===== config.mk =====
export PLATFORM = sky130hd
export DESIGN_NAME = conv_enc_top
export DESIGN_NICKNAME = d
export VERILOG_FILES = /design/src/rtl/conv_enc_pkg.sv /design/src/rtl/conv_enc_ctrl.sv /design/src/rtl/conv_enc_shreg.sv /design/src/rtl/conv_enc_top.sv
export SDC_FILE = /design/constraint.sdc
export NUM_CORES = 1
export LEC_CHECK = 0
export ABC_AREA = 1
export BUFFER_PORTS_ARGS = -buffer_cell sky130_fd_sc_hd__buf_4
export CORE_AREA = 2 2 47 49
export CTS_BUF_LIST = sky130_fd_sc_hd__clkbuf_8
export DETAILED_ROUTE_END_ITERATION = 6
export DIE_AREA = 0 0 49 51
export GPL_TIMING_DRIVEN = 0
export SYNTH_ARGS = -nofsm -noshare
export SYNTH_HDL_FRONTEND = slang
export SYNTH_HIERARCHICAL = 1
export SYNTH_SLANG_ARGS = --single-unit

===== constraint.sdc =====
create_clock -name clk -period 2.1 [get_ports clk]
set_clock_uncertainty 0.15 [all_clocks]
set_input_delay 0 -clock clk [delete_from_list [all_inputs] [get_ports clk]]
set_output_delay 0 -clock clk [all_outputs]
set_load 0.03 [all_outputs]

===== src/rtl/conv_enc_pkg.sv =====
package conv_enc_pkg;

  typedef enum logic [1:0] {
    PH_IDLE = 2'd0,
    PH_DATA = 2'd1,
    PH_TAIL = 2'd2
  } phase_t;

  // Modulo-2 sum of the window bits selected by a tap mask (up to 8 taps).
  function automatic logic tap_parity(input logic [7:0] win, input logic [7:0] taps);
    return ^(win & taps);
  endfunction

endpackage


===== src/rtl/conv_enc_ctrl.sv =====
module conv_enc_ctrl
  import conv_enc_pkg::*;
#(
  parameter int FRAME_LEN = 4,
  parameter int MEM       = 3
) (
  input  logic clk,
  input  logic rst_n,
  input  logic in_valid,
  input  logic in_start,
  output logic in_ready,
  output logic shift_en,
  output logic frame_open,
  output logic tail_active,
  output logic tail_final
);

  localparam int CMAX = (FRAME_LEN > MEM) ? FRAME_LEN : MEM;
  localparam int CW   = $clog2(CMAX + 1);

  phase_t        phase_q;
  logic [CW-1:0] cnt_q;
  logic          fire;
  logic          take_data;
  logic          data_done;

  assign tail_active = (phase_q == PH_TAIL);
  assign in_ready    = !tail_active;
  assign fire        = in_valid && in_ready;
  assign frame_open  = fire && (phase_q == PH_IDLE) && in_start;
  assign take_data   = fire && (phase_q == PH_DATA);
  assign shift_en    = frame_open || take_data || tail_active;
  assign tail_final  = tail_active && (cnt_q == CW'(MEM - 1));
  assign data_done   = (cnt_q == CW'(FRAME_LEN - 1));

  always_ff @(posedge clk or negedge rst_n) begin
    if (!rst_n) begin
      phase_q <= PH_IDLE;
      cnt_q   <= '0;
    end else begin
      unique case (phase_q)
        PH_IDLE: if (frame_open) begin
          if (FRAME_LEN == 1) begin
            phase_q <= PH_TAIL;
            cnt_q   <= '0;
          end else begin
            phase_q <= PH_DATA;
            cnt_q   <= CW'(1);
          end
        end
        PH_DATA: if (take_data) begin
          if (data_done) begin
            phase_q <= PH_TAIL;
            cnt_q   <= '0;
          end else begin
            cnt_q <= cnt_q + CW'(1);
          end
        end
        PH_TAIL: begin
          if (tail_final) begin
            phase_q <= PH_IDLE;
            cnt_q   <= '0;
          end else begin
            cnt_q <= cnt_q + CW'(1);
          end
        end
        default: begin
          phase_q <= PH_IDLE;
          cnt_q   <= '0;
        end
      endcase
    end
  end

endmodule


===== src/rtl/conv_enc_shreg.sv =====
module conv_enc_shreg #(
  parameter int K = 4
) (
  input  logic         clk,
  input  logic         rst_n,
  input  logic         shift_en,
  input  logic         clear,
  input  logic         new_bit,
  output logic [K-1:0] window,
  output logic [K-2:0] state_q
);

  logic [K-2:0] hist;

  // Newest previous bit sits in the top position of the history.
  assign hist   = clear ? '0 : state_q;
  assign window = {new_bit, hist};

  always_ff @(posedge clk or negedge rst_n) begin
    if (!rst_n) begin
      state_q <= '0;
    end else if (shift_en) begin
      state_q <= window[K-1:1];
    end
  end

endmodule


===== src/rtl/conv_enc_top.sv =====
module conv_enc_top
  import conv_enc_pkg::*;
#(
  parameter int           FRAME_LEN = 4,
  parameter int           K         = 4,
  parameter logic [K-1:0] G_UPPER   = 4'b1111,
  parameter logic [K-1:0] G_LOWER   = 4'b1101
) (
  input  logic       clk,
  input  logic       rst_n,
  input  logic       in_valid,
  output logic       in_ready,
  input  logic       in_bit,
  input  logic       in_start,
  output logic       out_valid,
  output logic [1:0] out_sym,
  output logic       out_last
);

  localparam int MEM = K - 1;

  logic           shift_en;
  logic           frame_open;
  logic           tail_active;
  logic           tail_final;
  logic           feed_bit;
  logic [K-1:0]   window;
  logic [MEM-1:0] state_q;
  logic [1:0]     sym_next;

  conv_enc_ctrl #(.FRAME_LEN(FRAME_LEN), .MEM(MEM)) u_ctrl (
    .clk        (clk),
    .rst_n      (rst_n),
    .in_valid   (in_valid),
    .in_start   (in_start),
    .in_ready   (in_ready),
    .shift_en   (shift_en),
    .frame_open (frame_open),
    .tail_active(tail_active),
    .tail_final (tail_final)
  );

  assign feed_bit = tail_active ? 1'b0 : in_bit;

  conv_enc_shreg #(.K(K)) u_shreg (
    .clk     (clk),
    .rst_n   (rst_n),
    .shift_en(shift_en),
    .clear   (frame_open),
    .new_bit (feed_bit),
    .window  (window),
    .state_q (state_q)
  );

  assign sym_next[1] = tap_parity(8'(window), 8'(G_UPPER));
  assign sym_next[0] = tap_parity(8'(window), 8'(G_LOWER));

  always_ff @(posedge clk or negedge rst_n) begin
    if (!rst_n) begin
      out_valid <= 1'b0;
      out_sym   <= '0;
      out_last  <= 1'b0;
    end else begin
      out_valid <= shift_en;
      out_sym   <= shift_en ? sym_next : '0;
      out_last  <= tail_final;
    end
  end

endmodule


; ---- Yosys cells after proc, flatten, opt, wreduce, memory -nomap -nowiden
; Cells that the tools add are included.
; W data, S select, Z words.
[word_totals]
register_bits = 12
inputBits = 5
out_inout_bits = 5
elab_cells = 41
[op_classes]
add_sub_neg = 1
n_eq_ne = 8
muxes = 13
n_reduce_logical = 13
[op_table]
columns = cell, n
row1 = $reduce_xor A8 Y1, 2
row2 = $mux W3, 5
row3 = $mux W2, 5
row4 = $pmux W3 S3, 1
row5 = $ne A2 B1 Y1 const B, 4
row6 = $eq A3 B2 Y1 const B, 2
row7 = $pmux W2 S3, 1
row8 = $logic_and A1 B1 Y1, 5
row9 = $reduce_and A4 Y1, 1
row10 = $add A3 B1 Y3 const B, 1
row11 = $eq A2 B1 Y1 const B, 1
row12 = $eq A2 B2 Y1 const B, 1
row13 = $logic_not A2 Y1, 1
row14 = $logic_or A1 B1 Y1, 2
row15 = $reduce_and A2 Y1, 1
row16 = $logic_not A1 Y1, 1
row17 = $mux W1, 1

; ---- Logic depth before layout (Yosys ltp)
; Gate-level depths: netlist of run 1.
[logic_depth]
depth_word = 8
mapped_depth = 10
depth_no_buf = 10

; ---- Cells and area by module
; The synthesis of run 1 kept the hierarchy.
[by_module_without_submodules]
columns = mod, n_inst, cells_per_inst, area_per_inst_um2, seq_area_each_um2
row1 = conv_enc_ctrl, 1, 59, 386.6, 125.1
row2 = conv_enc_top, 1, 24, 175.2, 100.1
row3 = conv_enc_shreg, 1, 20, 146.4, 75.1

; ---- Worst setup path after synthesis of run 1
; No wires, ideal clock.
[synth_timing]
kind = register -> register
start = reg u_ctrl.phase_q[0]
end = reg u_shreg.state_q[0]
t_arrival_ns = 1.158
setup_slack_ns = 0.672
path_stages_with_launch = 6
synth_period_minus_slack_ns = 1.428
cell_sequence = dfrtp_1 o21ai_1 o21ai_0 inv_1 nand2_1 nand2_1
[synth_via]
elab_chain_cells = 7
elab_cells_between_ends = 11
[synth_lines]
columns = element, line_no
row1 = "start, declared", conv_enc_ctrl.sv:21  ; phase_t phase_q;
row2 = "start signal, assigned", conv_enc_ctrl.sv:38  ; phase_q <= PH_IDLE;
row3 = "start signal, assigned", conv_enc_ctrl.sv:44  ; phase_q <= PH_TAIL;
row4 = "start signal, assigned", conv_enc_ctrl.sv:47  ; phase_q <= PH_DATA;
row5 = $eq A2 B2 Y1, conv_enc_ctrl.sv:27  ; assign tail_active = (phase_q == PH_TAIL);
row6 = $logic_not A1 Y1, conv_enc_ctrl.sv:28  ; assign in_ready = !tail_active;
row7 = $logic_and A1 B1 Y1, conv_enc_ctrl.sv:29  ; assign fire = in_valid && in_ready;
row8 = $logic_and A1 B1 Y1 (2 in series), conv_enc_ctrl.sv:30  ; assign frame_open = fire && (phase_q == PH_IDLE) && in_start;
row9 = $logic_or A1 B1 Y1, conv_enc_ctrl.sv:32  ; assign shift_en = frame_open || take_data || tail_active;
row10 = $logic_or A1 B1 Y1 *, conv_enc_ctrl.sv:32
row11 = net shift_en, conv_enc_top.sv:22  ; logic shift_en;
row12 = "end signal, assigned", conv_enc_shreg.sv:23  ; state_q <= window[K-1:1];
row13 = "end, declared", conv_enc_shreg.sv:10  ; output logic [K-2:0] state_q
; The timed path passes the listed nets; every way through them passes the cells marked *.
; A chain may end at the register's enable or synchronous reset.

; ---- Worst setup path after layout of run 1
[layout_timing]
start = reg u_ctrl.cnt_q[0]
end = reg u_ctrl.phase_q[0]
[layout_via]
elab_chain_cells = 4
elab_cells_between_ends = 6
[layout_lines]
columns = element, line_no
row1 = "start, declared", conv_enc_ctrl.sv:22  ; logic [CW-1:0] cnt_q;
row2 = "start signal, assigned", conv_enc_ctrl.sv:56  ; cnt_q <= cnt_q + CW'(1);
row3 = "start signal, assigned", conv_enc_ctrl.sv:64  ; cnt_q <= cnt_q + CW'(1);
row4 = $eq A3 B2 Y1, conv_enc_ctrl.sv:33  ; assign tail_final = tail_active && (cnt_q == CW'(MEM - 1));
row5 = $logic_and A1 B1 Y1, conv_enc_ctrl.sv:33
row6 = $ne A2 B1 Y1 (no source line), --
row7 = $reduce_and A4 Y1 (no source line) *, --
; Every way passes the cells marked *; elsewhere a longest branch is shown, timed or not.

==> impl_summary.txt, run 1 <==
----------------------------------------------------
[Floorplanning]
  Number of placed I/O pins ... 10
  Placement row count ... 17
  Die Wd ... 49 um
  Starting density of the core ... 0.343
  Die area ... 0.00250 sq mm
  Core Area ... 0.00206 sq mm
  Die Y-Extent ... 51 um

[Clocking]
  Buffer levels on the longest clock path ... 2
  Number of H-tree levels ... 1
  Total clock sinks ... 12
  CTS tree ... built
  Setup fix buffers added after clock tree synthesis ... 0
  Clock root buffer master ... sky130_fd_sc_hd__clkbuf_8
  Clock buffers created by TritonCTS ... 3
  Register clock-pin slew on the reported worst setup and hold paths ... 0.05 ns
  Number of instances resized during post-cts repair ... 0
  Clock latency on the worst-skew pair ... 0.24 ns

[Placed design]
  Routability congestion estimate from global placement ... 0.836
  Placed wire-length estimate after detailed placement ... 1020 um
  PortBufs ... 9
  Placed instance area ... 811 sq um
  Total placed cells including tap cells ... 140

[Power and ir drop]
  Combinational share of power ... 0.472
  Sequential Power Share ... 0.313
  Total power consumption of the routed design ... 1.18 mW
  Internal Power ... 695 uW
  Proportion of power drawn by the clock network ... 0.214
  Net Sw Power ... 490 uW
  Leak ... 0.521 nW
  Cell Pwr Density ... 1290 mW/mm^2
  Peak ir drop on the vdd network ... 590 uV
  Switching Share ... 0.413

[Synth]
  Library cell with the largest summed area after synthesis ... sky130_fd_sc_hd__dfrtp_1
  Most used standard cell by instance count after synthesis ... sky130_fd_sc_hd__nand2_1
  Commonest cells in the synthesized netlist ... sky130_fd_sc_hd__nand2_1, sky130_fd_sc_hd__inv_1, sky130_fd_sc_hd__nor2_1
  Average size of a mapped cell ... 6.88 sq um
  Register bit total from synthesis ... 12
  Part of the Yosys area used for sequential elements ... 0.424
  Post-synth EDFFs ... 0
  Synth unique cells ... 14
  Fraction of synthesized cell area taken by the top area cell type ... 0.424
  Share of synthesized flip-flops with an asynchronous set or reset ... 1.00
  Synth warnings ... 6
  Cell count after synthesis ... 103
  Most used DFF post-synth ... sky130_fd_sc_hd__dfrtp_1
  Post-Synthesis Net Count ... 112
  Most area-consuming cells after synthesis ... sky130_fd_sc_hd__dfrtp_1, sky130_fd_sc_hd__nand2_1, sky130_fd_sc_hd__inv_1
  Combined area of all synthesized cells ... 708 sq um

[Global routing]
  Wire length of the first global-routing pass ... 2530 um
  Vias in the first global route ... 655
  Number of antenna violations at the first check in global routing ... 0
  Largest net degree at the start of global routing ... 13
  Total global routing overflow ... 0
  GRT Util Overall ... 0.136

[Finish]
  Cell Count, Final, Fillers Out ... 149
  Area growth from synthesis to layout ... 29.3%
  N_diodes ... 0
  Area of all placed cells without fillers ... 916 sq um
  Total number of nets in the final design ... 131
  Ratio of cells with drive above 1 in the final layout ... 0.174

[Timing]
  Final Max Tran Viols ... 0
  Fin crit period ... 1.87 ns
  Worst rel slew slack ... 0.448
  Final setup violating endpoints ... 0
  Max frequency ... 0.534 GHz
  Transition at the pin with the smallest max-transition slack ... 0.819 ns
  Final period utilization ... 0.891
  Endpoints failing hold ... 0
  Setup repair after global routing missed its margin ... false
  Sum Neg Setup Slack ... 0 ns

[Drt]
  Drt first-iter violations ... 5
  Drt via density ... 4.48
  Number of nets still failing antenna checks after routing ... 0
  Final routed wirelength across all metal layers ... 1360 um
  Drc violations ... 0
  Total vias in the final route ... 667
  Drt pass-1 iters ... 4
  WL/cell ... 9.11 um

[Critical path]
  Critical path fanouts, max ... 4
  Count of cells along the worst register-to-register path ... 5
  Category of the worst setup path launch point ... flop
  Worst Setup EP ... u_ctrl/phase_q[0]
  Reg-to-reg critical path endpoint ... u_ctrl/phase_q[0]
  Sort of element at the end of the critical path ... flop
  Worst setup path class ... flop to flop
  Arrival time at the worst endpoint ... 1.90 ns
  FF-to-FF setup slack ... 0.23 ns
  CP Launch Point ... u_ctrl/cnt_q[0]
  Data required time of the worst path ... 2.13 ns
  Worst reg2reg startpoint ... u_ctrl/cnt_q[0]

[Worst hold path]
  Start point of the worst min-delay path ... in_start
  Type of the tightest min-delay check ... input pin to flop

[Status]
  Outcome ... complete, no violations

[Job]
  Number of max-cap violations ... 0

----------------------------------------------------
worst max-delay path, stage by stage, from the launching register on:
cell and delay, ns:
sky130_fd_sc_hd__dfrtp_1 0.41, sky130_fd_sc_hd__ha_1 0.23, sky130_fd_sc_hd__ha_1 0.22, sky130_fd_sc_hd__nor2_1 0.14, sky130_fd_sc_hd__nand3b_1 0.12, sky130_fd_sc_hd__dlygate4sd3_1 0.54
cell type report:
type | instances | area [sq um]
multi-input combinational | 69 | 322
tap | 28 | 35.0
buffer | 1 | 7.51
timing repair buffer | 14 | 118
clock buffer | 4 | 55.1
inverter | 21 | 78.8
sequential | 12 | 300
fill | 224 | 1150
metrics by stage:
| step | worst slack (ns) | hold WS (ns) | util |
|---|---|---|---|
| final | 0.228 | 0.0819 | 0.444 |
| after global routing | 0.136 | 0.131 | 0.444 |
| after CTS | 0.216 | 0.0714 | 0.444 |
| after detailed placement | 0.384 | -0.300 | 0.393 |
| after global placement | 0.378 | -0.299 | 0.393 |
| after floorplan | 0.672 | -0.446 | - |
flip-flops by register name, indices dropped and copies added, names as in the netlist:
name             count
u_shreg/state_q      3
u_ctrl/cnt_q         3
u_ctrl/phase_q       2
out_valid            1
out_last             1
out_sym              2
kinds of logic after synthesis:
logic type      Yosys count  synth area share
simple gates             62             0.362
buf+inv                  22             0.122
flops                    12             0.424
fa+ha+maj                 4            0.0707
compound gates            3            0.0212
power by group through the flow:
| stage | Sequential [mW] | Combinational, mW | Clock, mW |
|---|---|---|---|
| CTS | 0.372 | 0.563 | 0.268 |
| global placement | 0.377 | 0.523 | 0 |
| global route | 0.383 | 0.653 | 0.277 |
| detailed placement | 0.376 | 0.537 | 0 |
| floorplan | 0.412 | 0.367 | 0 |
| finish | 0.371 | 0.560 | 0.254 |
routing by layer:
layer | wire (um) | GRT usage | part of all wire
met4 | 8 | 0.0429 | 0.0059
met5 | 0 | 0 | 0
met2 | 704 | 0.253 | 0.52
met1 | 569 | 0.140 | 0.42
met3 | 75 | 0.0526 | 0.055
worst min-delay path by stage:
stage,to,slack [ns],cells past startpoint
global placement,u_shreg/state_q[0],-0.30,1
CTS,u_ctrl/cnt_q[2],0.07,5
detailed placement,u_shreg/state_q[0],-0.30,1
global route,u_ctrl/cnt_q[2],0.13,5
finish,u_ctrl/cnt_q[2],0.08,5
floorplan,out_last,-0.45,0
repair_timing:
item | 4_1_cts | 5_1_grt
hold buffers | 5 | 0
endpoints found under the setup margin | 0 | 0
hold endpoints to repair | 14 | 0
placed cells by master (no fill, tap or decap), types with 4 or more instances in the layout:
cell	synthesis	final
sky130_fd_sc_hd__buf_4	1	10
sky130_fd_sc_hd__inv_2	4	4
sky130_fd_sc_hd__dlygate4sd3_1	0	5
sky130_fd_sc_hd__dfrtp_1	12	12
sky130_fd_sc_hd__ha_1	4	4
sky130_fd_sc_hd__nand3_1	5	5
sky130_fd_sc_hd__nand2_1	37	37
sky130_fd_sc_hd__inv_1	17	17
sky130_fd_sc_hd__nor2_1	14	14
sky130_fd_sc_hd__clkbuf_8	0	4
(Power assumes the default switching activity.)
==> run 2, diff against run 1 <==
--- a/config.mk
+++ b/config.mk
@@ -7,10 +7,10 @@
 export LEC_CHECK = 0
 export ABC_AREA = 1
 export BUFFER_PORTS_ARGS = -buffer_cell sky130_fd_sc_hd__buf_4
-export CORE_AREA = 2 2 47 49
+export CORE_AREA = 3 3 48 50
 export CTS_BUF_LIST = sky130_fd_sc_hd__clkbuf_8
 export DETAILED_ROUTE_END_ITERATION = 6
-export DIE_AREA = 0 0 49 51
+export DIE_AREA = 0 0 51 53
 export GPL_TIMING_DRIVEN = 0
 export SYNTH_ARGS = -nofsm -noshare
 export SYNTH_HDL_FRONTEND = slang
==> impl_summary.txt, run 2 (synthesis results as in run 1) <==
----------------------------------------------------
[Floorplanning]
  Starting density of the core ... 0.365 (was 0.343)
  Die area ... 0.00270 sq mm (was 0.00250 sq mm)
  Number of placed I/O pins ... 10 (unchanged)
  Core Area ... 0.00194 sq mm (was 0.00206 sq mm)
  Die Y-Extent ... 53 um (was 51 um)
  Die Wd ... 51 um (was 49 um)
  Placement row count ... 16 (was 17)

[Timing]
  Transition at the pin with the smallest max-transition slack ... 0.758 ns (was 0.819 ns)
  Final Max Tran Viols ... 0 (unchanged)
  Final setup violating endpoints ... 0 (unchanged)
  Max frequency ... 0.533 GHz (was 0.534 GHz)
  Sum Neg Setup Slack ... 0 ns (unchanged)
  Endpoints failing hold ... 0 (unchanged)
  Final period utilization ... 0.893 (was 0.891)
  Worst rel slew slack ... 0.490 (was 0.448)
  Fin crit period ... 1.88 ns (was 1.87 ns)
  Setup repair after global routing missed its margin ... false (unchanged)

[Finish]
  Highest-count cells in the layout ignoring fill and taps ... sky130_fd_sc_hd__nand2_1, sky130_fd_sc_hd__inv_1, sky130_fd_sc_hd__nor2_1, sky130_fd_sc_hd__dfrtp_1, sky130_fd_sc_hd__buf_4 (unchanged)
  Area growth from synthesis to layout ... 29.2% (was 29.3%)
  Total number of nets in the final design ... 131 (unchanged)
  Area of all placed cells without fillers ... 915 sq um (was 916 sq um)
  Commonest non-fill, non-tap cell in the layout ... sky130_fd_sc_hd__nand2_1 (unchanged)
  Ratio of cells with drive above 1 in the final layout ... 0.174 (unchanged)
  N_diodes ... 0 (unchanged)
  Largest registers in the final layout ... u_ctrl/cnt_q: 3 flops, u_shreg/state_q: 3 flops (unchanged)

[Global routing]
  Total global routing overflow ... 0 (unchanged)
  GRT Util Overall ... 0.129 (was 0.136)
  Wire length of the first global-routing pass ... 2470 um (was 2530 um)
  Number of antenna violations at the first check in global routing ... 0 (unchanged)
  Largest net degree at the start of global routing ... 13 (unchanged)
  Vias in the first global route ... 595 (was 655)

[Power and ir drop]
  Combinational share of power ... 0.473 (was 0.472)
  Switching Share ... 0.409 (was 0.413)
  Leak ... 0.521 nW (unchanged)
  Sequential Power Share ... 0.318 (was 0.313)
  Proportion of power drawn by the clock network ... 0.209 (was 0.214)
  Peak ir drop on the vdd network ... 544 uV (was 590 uV)
  Cell Pwr Density ... 1290 mW/mm^2 (about the same)
  Internal Power ... 696 uW (was 695 uW)
  Net Sw Power ... 483 uW (was 490 uW)

[Clocking]
  Number of instances resized during post-cts repair ... 0 (unchanged)
  Clock latency on the worst-skew pair ... 0.24 ns (about the same)
  Number of H-tree levels ... 1 (unchanged)
  CTS tree ... built (unchanged)
  Post-cts hold buffer count ... 5 (unchanged)
  Setup fix buffers added after clock tree synthesis ... 0 (unchanged)
  Buffer levels on the longest clock path ... 2 (unchanged)
  Clock buffers created by TritonCTS ... 3 (unchanged)
  Clock root buffer master ... sky130_fd_sc_hd__clkbuf_8 (unchanged)
  Register clock-pin slew on the reported worst setup and hold paths ... 0.05 ns (about the same)
  Total clock sinks ... 12 (unchanged)

[Drt]
  Routed wl met3 ... 59 um (was 75 um)
  Wire length on met2 ... 644 um (was 704 um)
  Drt via density ... 4.30 (was 4.48)
  Final routed wirelength across all metal layers ... 1360 um (about the same)
  Drc violations ... 0 (unchanged)
  Number of nets still failing antenna checks after routing ... 0 (unchanged)
  Length of routed wiring on met1 ... 635 um (was 569 um)
  Highest layer used for signal routing ... met4 (unchanged)
  Drt first-iter violations ... 7 (was 5)
  Total vias in the final route ... 637 (was 667)
  Drt pass-1 iters ... 4 (unchanged)
  WL/cell ... 9.17 um (was 9.11 um)

[Placed design]
  Placed wire-length estimate after detailed placement ... 1060 um (was 1020 um)
  PortBufs ... 9 (unchanged)
  Routability congestion estimate from global placement ... 0.806 (was 0.836)
  Placed instance area ... 810 sq um (was 811 sq um)

[Critical path]
  Category of the worst setup path launch point ... flop (unchanged)
  Critical path fanouts, max ... 4 (unchanged)
  Worst setup path class ... flop to flop (unchanged)
  Data required time of the worst path ... 2.12 ns (was 2.13 ns)
  Arrival time at the worst endpoint ... 1.90 ns (about the same)
  Sort of element at the end of the critical path ... flop (unchanged)

[Status]
  Outcome ... complete, no violations (unchanged)

[Job]
  Number of max-cap violations ... 0 (unchanged)

[Worst hold path]
  Type of the tightest min-delay check ... input pin to flop (unchanged)

----------------------------------------------------
==> run 2: worst max-delay path, cell delays in order, from the launching register on <==
cell and delay, ns:
sky130_fd_sc_hd__dfrtp_1 0.41, sky130_fd_sc_hd__ha_1 0.23, sky130_fd_sc_hd__ha_1 0.22, sky130_fd_sc_hd__nor2_1 0.14, sky130_fd_sc_hd__nand3b_1 0.12, sky130_fd_sc_hd__dlygate4sd3_1 0.55
==> run 2: through the flow <==
| step | util | hold slack, ns | power, mW | instances | setup WS, ns |
|---|---|---|---|---|---|
| final | 0.471 | 0.0894 | 1.18 | 148 | 0.224 |
| after global routing | 0.471 | 0.139 | 1.31 | 148 | 0.147 |
| after CTS | 0.471 | 0.0877 | 1.20 | 148 | 0.232 |
| after detailed placement | 0.417 | -0.297 | 0.918 | 139 | 0.412 |
| after global placement | 0.417 | -0.299 | 0.896 | 139 | 0.450 |
| after floorplan | - | -0.446 | 0.779 | 103 | 0.672 |
==> run 2: metal layers <==
| layer | global-route usage | up-vias |
|---|---|---|
| met1 | 0.151 | 279 |
| met5 | 0 | - |
| li1 | - | 342 |
| met2 | 0.204 | 14 |
| met4 | 0.0942 | 0 |
| met3 | 0.0338 | 2 |
==> run 2: final cells by class <==
type	instances	area (sq um)
Buffer	1	7.51
Clock buffer	4	55.1
Multi-Input combinational cell	69	322
Tap cell	27	33.8
Fill cell	216	1030
Sequential cell	12	300
Timing Repair Buffer	14	118
Inverter	21	78.8
==> run 2: power by group through the flow <==
stage	registers, mW	clock network, mW	logic [mW]
2_1_floorplan	0.412	0	0.367
3_3_place_gp	0.376	0	0.519
3_5_place_dp	0.379	0	0.539
4_1_cts	0.376	0.257	0.564
5_1_grt	0.386	0.272	0.650
6_report	0.375	0.247	0.557
==> run 2: final timing paths <==
| path | to | slack [ns] | cells past startpoint | from |
|---|---|---|---|---|
| max | u_ctrl/phase_q[0] | 0.22 | 5 | u_ctrl/cnt_q[0] |
| min | u_ctrl/cnt_q[1] | 0.09 | 5 | in_start |
| max reg2reg | u_ctrl/phase_q[0] | 0.22 | 5 | u_ctrl/cnt_q[0] |
| min reg2reg | u_shreg/state_q[0] | 0.34 | 2 | u_shreg/state_q[0] |
| max in group asynchronous | out_sym[0] | 0.76 | 3 | rst_n |
| min in group asynchronous | u_shreg/state_q[0] | 0.67 | 3 | rst_n |
